### config.mk
export PLATFORM = sky130hd
export DESIGN_NAME = hot_window_selector
export DESIGN_NICKNAME = d
export VERILOG_FILES = /design/src/rtl/hws_pkg.sv /design/src/rtl/hws_interval_timer.sv /design/src/rtl/hws_win_counters.sv /design/src/rtl/hws_max_pick.sv /design/src/rtl/hot_window_selector.sv
export SDC_FILE = /design/constraint.sdc
export NUM_CORES = 1
export LEC_CHECK = 0
export BUFFER_PORTS_ARGS = -buffer_cell sky130_fd_sc_hd__buf_2
export CAP_MARGIN = 20
export CORE_UTILIZATION = 69
export DETAILED_ROUTE_END_ITERATION = 8
export PLACE_DENSITY = 0.91
export SLEW_MARGIN = 40
export SYNTH_ARGS = -nofsm -noshare
export SYNTH_HDL_FRONTEND = slang
export SYNTH_SLANG_ARGS = --single-unit
### constraint.sdc
create_clock -name clk -period 15.2 [get_ports clk]
set_clock_uncertainty 0.15 [all_clocks]
set_input_delay 2.28 -clock clk [delete_from_list [all_inputs] [get_ports clk]]
set_output_delay 2.28 -clock clk [all_outputs]
set_load 0.05 [all_outputs]
### src/rtl/hws_pkg.sv
package hws_pkg;

    // Saturating increment on a generic width carried in 32 bits.
    function automatic logic [31:0] sat_inc(input logic [31:0] value,
                                            input logic [31:0] limit);
        if (value >= limit) begin
            return limit;
        end
        return value + 32'd1;
    endfunction

endpackage

### src/rtl/hws_interval_timer.sv
module hws_interval_timer #(
    parameter int INTERVAL = 1024
) (
    input  logic clk,
    input  logic rst_n,
    output logic boundary_o
);
    localparam int TW = (INTERVAL > 2) ? $clog2(INTERVAL) : 1;
    localparam logic [TW-1:0] LAST = TW'(INTERVAL - 1);

    typedef struct packed {
        logic [TW-1:0] cnt;
    } tmr_t;

    tmr_t tmr_d, tmr_q;

    always_comb begin
        tmr_d = tmr_q;
        if (tmr_q.cnt == LAST) begin
            tmr_d.cnt = '0;
        end else begin
            tmr_d.cnt = tmr_q.cnt + TW'(1);
        end
    end

    always_ff @(posedge clk) begin
        if (!rst_n) begin
            tmr_q <= '0;
        end else begin
            tmr_q <= tmr_d;
        end
    end

    assign boundary_o = (tmr_q.cnt == LAST);

endmodule

### src/rtl/hws_win_counters.sv
module hws_win_counters #(
    parameter int NUM_WIN = 4,
    parameter int CNT_W   = 16
) (
    input  logic                       clk,
    input  logic                       rst_n,
    input  logic                       wr_evt_i,
    input  logic [$clog2(NUM_WIN)-1:0] wr_win_i,
    input  logic                       clr_en_i,
    input  logic [$clog2(NUM_WIN)-1:0] clr_idx_i,
    output logic [NUM_WIN*CNT_W-1:0]   eff_o
);
    import hws_pkg::*;

    localparam int IW = $clog2(NUM_WIN);
    localparam logic [31:0] CMAX = 32'((64'd1 << CNT_W) - 64'd1);

    for (genvar k = 0; k < NUM_WIN; k++) begin : g_win
        typedef struct packed {
            logic [CNT_W-1:0] cnt;
        } wc_t;

        wc_t wc_d, wc_q;
        logic [CNT_W-1:0] eff;
        logic             hit;

        always_comb begin
            hit = wr_evt_i && (wr_win_i == IW'(k));
            if (hit) begin
                eff = CNT_W'(sat_inc(32'(wc_q.cnt), CMAX));
            end else begin
                eff = wc_q.cnt;
            end
            wc_d.cnt = eff;
            if (clr_en_i && (clr_idx_i == IW'(k))) begin
                wc_d.cnt = '0;
            end
        end

        always_ff @(posedge clk) begin
            if (!rst_n) begin
                wc_q <= '0;
            end else begin
                wc_q <= wc_d;
            end
        end

        assign eff_o[k*CNT_W +: CNT_W] = eff;
    end

endmodule

### src/rtl/hws_max_pick.sv
module hws_max_pick #(
    parameter int NUM_WIN = 4,
    parameter int CNT_W   = 16
) (
    input  logic [NUM_WIN*CNT_W-1:0]   vals_i,
    output logic [$clog2(NUM_WIN)-1:0] idx_o
);
    localparam int IW = $clog2(NUM_WIN);

    logic [CNT_W-1:0] best;

    always_comb begin
        best  = vals_i[CNT_W-1:0];
        idx_o = '0;
        for (int k = 1; k < NUM_WIN; k++) begin
            // Strict compare keeps the lowest index on a tie.
            if (vals_i[k*CNT_W +: CNT_W] > best) begin
                best  = vals_i[k*CNT_W +: CNT_W];
                idx_o = IW'(k);
            end
        end
    end

endmodule

### src/rtl/hot_window_selector.sv
module hot_window_selector #(
    parameter int NUM_WIN  = 4,
    parameter int CNT_W    = 16,
    parameter int INTERVAL = 1024
) (
    input  logic                       clk,
    input  logic                       rst_n,
    input  logic                       wr_evt_i,
    input  logic [$clog2(NUM_WIN)-1:0] wr_win_i,
    output logic [$clog2(NUM_WIN)-1:0] rsv_win_o,
    output logic                       rsv_valid_o
);
    localparam int IW = $clog2(NUM_WIN);

    typedef struct packed {
        logic [IW-1:0] win;
        logic          valid;
    } sel_t;

    sel_t sel_d, sel_q;

    logic                     boundary;
    logic [NUM_WIN*CNT_W-1:0] eff_flat;
    logic [IW-1:0]            pick_idx;

    hws_interval_timer #(
        .INTERVAL (INTERVAL)
    ) u_timer (
        .clk        (clk),
        .rst_n      (rst_n),
        .boundary_o (boundary)
    );

    hws_win_counters #(
        .NUM_WIN (NUM_WIN),
        .CNT_W   (CNT_W)
    ) u_cnt (
        .clk       (clk),
        .rst_n     (rst_n),
        .wr_evt_i  (wr_evt_i),
        .wr_win_i  (wr_win_i),
        .clr_en_i  (boundary),
        .clr_idx_i (pick_idx),
        .eff_o     (eff_flat)
    );

    hws_max_pick #(
        .NUM_WIN (NUM_WIN),
        .CNT_W   (CNT_W)
    ) u_pick (
        .vals_i (eff_flat),
        .idx_o  (pick_idx)
    );

    always_comb begin
        sel_d = sel_q;
        if (boundary) begin
            sel_d.win   = pick_idx;
            sel_d.valid = 1'b1;
        end
    end

    always_ff @(posedge clk) begin
        if (!rst_n) begin
            sel_q <= '0;
        end else begin
            sel_q <= sel_d;
        end
    end

    assign rsv_win_o   = sel_q.win;
    assign rsv_valid_o = sel_q.valid;

endmodule

# == Yosys cells after proc, flatten, opt, wreduce, memory -nomap -nowiden ==
# Cells that the tools add are included.
# op_classes
add_sub_neg,5
n_mul,0
n_div,0
order_cmp,7
n_eq_ne,7
shift,0
n_mux,25
bitwise_logic,1
n_reduce_logical,15
# op_table
op,n
two-way mux 16 bit,14
"adder 16 x 1 -> 16 bit, second input constant",4
"greater-or-equal comparator 16 bit, second input constant",4
> comparator 16 bit,3
"adder 10 x 1 -> 10 bit, second input constant",1
"equality test 10 bit, second input constant",1
OR reduction 2 bit,5
two-way mux 1 bit,9
"equality test 2 bit, second input constant",4
logical AND 1 bit,8
"equality test 2 x 1 -> 1 bit, second input constant",2
logical NOT 2 bit,2
two-way mux 2 bit,2
inverter 1 bit,1
# word_totals
regBits,77
latchBits,0
mem_bits_rw,0
rom_bits,0
out_inout_bits,3
wordCells,67
n_memories,0

# == Depth between registers and ports, before layout ==
# logic_depth
word_depth,14
mapped_depth,37
ltp_nobuf,33

# == Cells and area by module ==
# From an unflattened synthesis, not the netlist that was laid out.
# unflattened
cells_unflattened,798
hier_area_um2,6088.3
# modules_own_cells
mod,instances,cells_per_inst,area_per_inst_um2,seq_area_each_um2
hws_win_counters,1,468,3632.2,1281.2
hws_max_pick,1,269,1898.1,0.0
hws_interval_timer,1,53,457.9,200.2
hot_window_selector,1,8,100.1,60.1

# == Worst setup path before layout ==
# Ideal clock, no wire load.
# synth_timing
path_type,input -> register
start,in wr_win_i[1]
end,reg u_cnt.g_win[2].wc_q[0] (netlist name)
arrival_time_ns,9.468
t_required_ns,14.923
slack_ns,5.455
cell_stages,35
n_path_buf,4
cell_sequence,nor3b_4 > nand2b_1 > or2_0 > clkbuf_1 > clkbuf_1 > nand2_1 > inv_1 > ha_1 > a21o_1 > a21o_1 > a211oi_1 > o31ai_2 > a221o_2 > o21ai_2 > buf_6 > mux2i_1 > ha_1 > nor2b_1 > o21a_1 > o21a_1 > o21a_1 > o31ai_1 > nand2_1 > or3_1 > nand4_1 > ha_1 > nor2b_1 > o21a_1 > o21a_1 > o21ai_0 > a211oi_1 > o41a_1 > o31ai_1 > clkbuf_1 > nor2_1
# synth_via
elab_chain_cells,12
word_cells_on_any_way,23
cone_classes,order compare: 3; eq/ne: 4; mux: 9; reduce/logical: 7
# synth_lines
item,line_no,text
"start, declared",hot_window_selector.sv:9,"input logic [$clog2(NUM_WIN)-1:0] wr_win_i,"
equality test 2 x 1 -> 1 bit or logical NOT 2 bit (tied branches),hws_win_counters.sv:28,hit = wr_evt_i && (wr_win_i == IW'(k));
logical AND 1 bit,hws_win_counters.sv:28,
two-way mux 16 bit,hws_win_counters.sv:29,if (hit) begin
> comparator 16 bit,hws_max_pick.sv:17,if (vals_i[k*CNT_W +: CNT_W] > best) begin
two-way mux 16 bit,hws_max_pick.sv:17,
> comparator 16 bit,hws_max_pick.sv:17,
two-way mux 16 bit,hws_max_pick.sv:17,
> comparator 16 bit,hws_max_pick.sv:17,
two-way mux 2 bit,hws_max_pick.sv:17,
equality test 2 bit,hws_win_counters.sv:35,if (clr_en_i && (clr_idx_i == IW'(k))) begin
logical AND 1 bit,hws_win_counters.sv:35,
OR reduction 2 bit (no line),--,
"end signal, assigned",hws_win_counters.sv:44,wc_q <= wc_d;
"end, declared",hws_win_counters.sv:23,"wc_t wc_d, wc_q;"
# Several ways; a longest one is shown, not always the timed one.
# A chain may end at the register's enable or synchronous reset.

# == Worst setup path after layout ==
# layout_timing
start,in wr_win_i[1]
end,"reg sel_q, in the netlist rsv_win_o[0]"
# layout_via
elab_chain_cells,9
word_cells_on_any_way,20
cone_classes,order compare: 3; eq/ne: 3; mux: 9; reduce/logical: 5
# layout_lines
item,line_no,text
equality test 2 x 1 -> 1 bit (*),hws_win_counters.sv:28,
logical AND 1 bit (*),hws_win_counters.sv:28,
two-way mux 16 bit (*),hws_win_counters.sv:29,
net eff_flat[21],hot_window_selector.sv:23,logic [NUM_WIN*CNT_W-1:0] eff_flat;
> comparator 16 bit,hws_max_pick.sv:17,
two-way mux 16 bit,hws_max_pick.sv:17,
> comparator 16 bit,hws_max_pick.sv:17,
two-way mux 16 bit,hws_max_pick.sv:17,
> comparator 16 bit,hws_max_pick.sv:17,
two-way mux 2 bit (*),hws_max_pick.sv:17,
"end signal, assigned",hot_window_selector.sv:67,sel_q <= sel_d;
"end, declared",hot_window_selector.sv:20,"sel_t sel_d, sel_q;"
# Mark *: on every way through the listed nets, which the timed path passes. The rest lies on a longest branch.

==> reports/qor.yml <==
dr.max_layer_used: "met4"
holdPathStages: 1
tightest_slew_ns: 0.845
ctsRootBufferMaster: "clkbuf_8"
yosys.area.top_type: "dfxtp_1"
seq_area_frac_synth_pct: 26.8
final_util_pct: 76.6
layout.cells.most_common_list: "nand2_1 (106), dfxtp_1 (77), nor2_1 (70), a21oi_1 (65), ha_1 (51)"
peakVddDrop_mv: 0.0713
post_cts_buffers: 0
crit_slowest_cell: "o31ai_4"
fin_setup_tns_ns: 0
fin_crit_sh_pct: 71.0
hpwl_um: 12300
met3_length_um: 1420
pre_cts_slack_ns: 4.21
synth_area_leaders: "dfxtp_1 (27%), ha_1 (11%), nand2_1 (6.9%)"
required_ns: 15.27
cpMostUsedCell: "o21a_1"
postSynthAreaPerCell_um2: 7.74
drv_cap: 0
synth_edf_count: 0
htree_levels: 3
cts_tree: "done"
route.detailed.drc: 0
cp-startpoint: "wr_win_i[1]"
holdPathEnd: "u_timer.tmr_q[0]$_SDFF_PP0_"
die-area_mm2: 0.00871
critPathCaptureType: "register"
antenna_found_initial: 0
dr.pass1.iters: 5
finalSetupViolCount: 0
syn_nets: 799
hp-start: "u_timer.tmr_q[0]$_SDFF_PP0_"
die_w_um: 93.3
outcome: "finished, final reports clean"
worstSetupStartpointType: "input pin"
r2r_end: "rsv_win_o[0]$_SDFFE_PN0P_"
critPathMaxStageDelay_ns: 0.67
rr_worst_depth: 32
yosys_warnings: 0
portBuffers: 7
grt_pass1_vias: 5100
min_period_ns: 10.80
ios: 8
holdWs_ns: 0.340
synth_ff_type: "dfxtp_1"
vias: 5544
ys_ff_latch: 77
track_usage_pct: 37.8
core.rowCount: 32
min_path_type: "register to register"
cts.sinks: 77
met2_length_um: 7250
wl_um: 16200
report.final.slew_viol_count: 0
power_mw: 0.478
initial_core_util_pct: 72.9
synth-async-reset-ratio_pct: 0
avgRoutedWirePerCell_um: 19.2
grt_max_degree: 42
relSlewSlack_pct: 43.5
synth_area_mm2: 0.00575
netlist.area_leader.share_pct: 26.8
die_y_um: 93.3
clock_latency_ns: 0.37
synth_cells: 743
rsz0062_at_grt: "no"
path_class: "input pin to register"
reg2reg_from: "u_cnt.g_win[1].wc_q[6]$_SDFF_PP0_"
cellLeakagePower_nw: 2.71
synthToLayoutAreaGrowth_pct: 4.98
clk_pin_slew_ns: 0.09
drive_above_1_share_pct: 7.00
cts_buffer_depth: 2
grt_pass1_wl_um: 25400
final_nets: 794
cellPowerDensity_mw_per_mm2: 79.1
fin_area_mm2: 0.00604
cp_max_fo: 30
cts_buffers: 9
placed_area_mm2: 0.00583
hold_viol: 0
ctsResizeCount: 0
drt_iter0_markers: 579
ant_nets: 0
hold_buffers: 0
grt_overflow: 0
design.core.area_mm2: 0.00789
r2r_setup_slack_ns: 5.87
dpl.cell_count: 828
fmaxAchievable_mhz: 92.6
avgViaCountPerCell: 6.56
layout_commonest_cell: "nand2_1"
drt-met1-wl_um: 6890
synth_cell_types: 70
setup_ws_ns: 4.40
arrival_ns: 10.86
final-instance-count-excl-fill: 845
place_congestion: 1.06
antenna_cells: 0
[power by group]
group	switching [mW]	leakage, nW	internal (mW)
clock	0.0838	0.0959	0.0808
sequential	0.00154	0.621	0.203
combinational	0.0688	1.99	0.0398
total	0.154	2.71	0.324
[Yosys cell counts, drive strengths merged (3+ instances only)]
master and count:
nand2 106, dfxtp 77, nor2 70, a21oi 66, ha 51, nand3 37
inv 36, xor2 30, nand4 23, mux2i 21, clkbuf 20, o21ai 20
and3 19, xnor2 17, a211oi 13, a21o 11, and2 11, o21a 11
buf 10, nor3 10, a31oi 8, nor2b 7, nor4 6, and4 5
or2 4, a221oi 3, a22oi 3, a32oi 3, nand2b 3, nand3b 3
nor3b 3, o221ai 3, o31ai 3, or3 3
[sequential cells by signal, summed over array words and instances, names as in the netlist]
register and count:
rsv_win_o 2, u_cnt.g_win.wc_q 64, rsv_valid_o 1, u_timer.tmr_q 10
[worst max-delay path, delay by kind of cell]
kind                       cells  cell delay (ns)
adders and majority gates      3             0.91
AOI/OAI and AO/OA             18             4.61
muxes                          1             0.34
and+or+nand+nor                8             1.89
buffers and inverters          3             0.84
[final cells by class]
type	count	area, µm²
Clock buffer	11	141
Clock inverter	5	58.8
Fill cell	572	1850
Inverter	36	135
Multi-Input combinational cell	600	3950
Sequential cell	77	1540
Tap cell	102	128
Timing Repair Buffer	14	85.1
[worst max-delay path by stage]
stage	end	slack, ns
2_1_floorplan	u_cnt.g_win[2].wc_q[0]$_SDFF_PP0_	5.46
3_3_place_gp	rsv_win_o[0]$_SDFFE_PN0P_	4.08
3_5_place_dp	rsv_win_o[0]$_SDFFE_PN0P_	4.21
4_1_cts	rsv_win_o[0]$_SDFFE_PN0P_	4.54
5_1_grt	u_cnt.g_win[2].wc_q[5]$_SDFF_PP0_	3.99
6_report	rsv_win_o[0]$_SDFFE_PN0P_	4.40
[kinds of logic (layout without fill, tap and decap cells)]
family,Yosys count,after routing,synth area share (%)
simple gates,315,315,26.9
compound gates,163,163,18.8
flops,77,77,26.8
buf+inv,66,66,5.07
fa+ha+maj,52,52,11.3
xor+xnor,47,47,7.16
mux,23,23,4.05
[layer usage]
metal	GRT usage (%)	vias to the layer above
met2	60.7	275
met4	17.6	0
met1	47.7	2565
met5	0	-
met3	8.94	58
li1	-	2646
(Power assumes the default switching activity.)
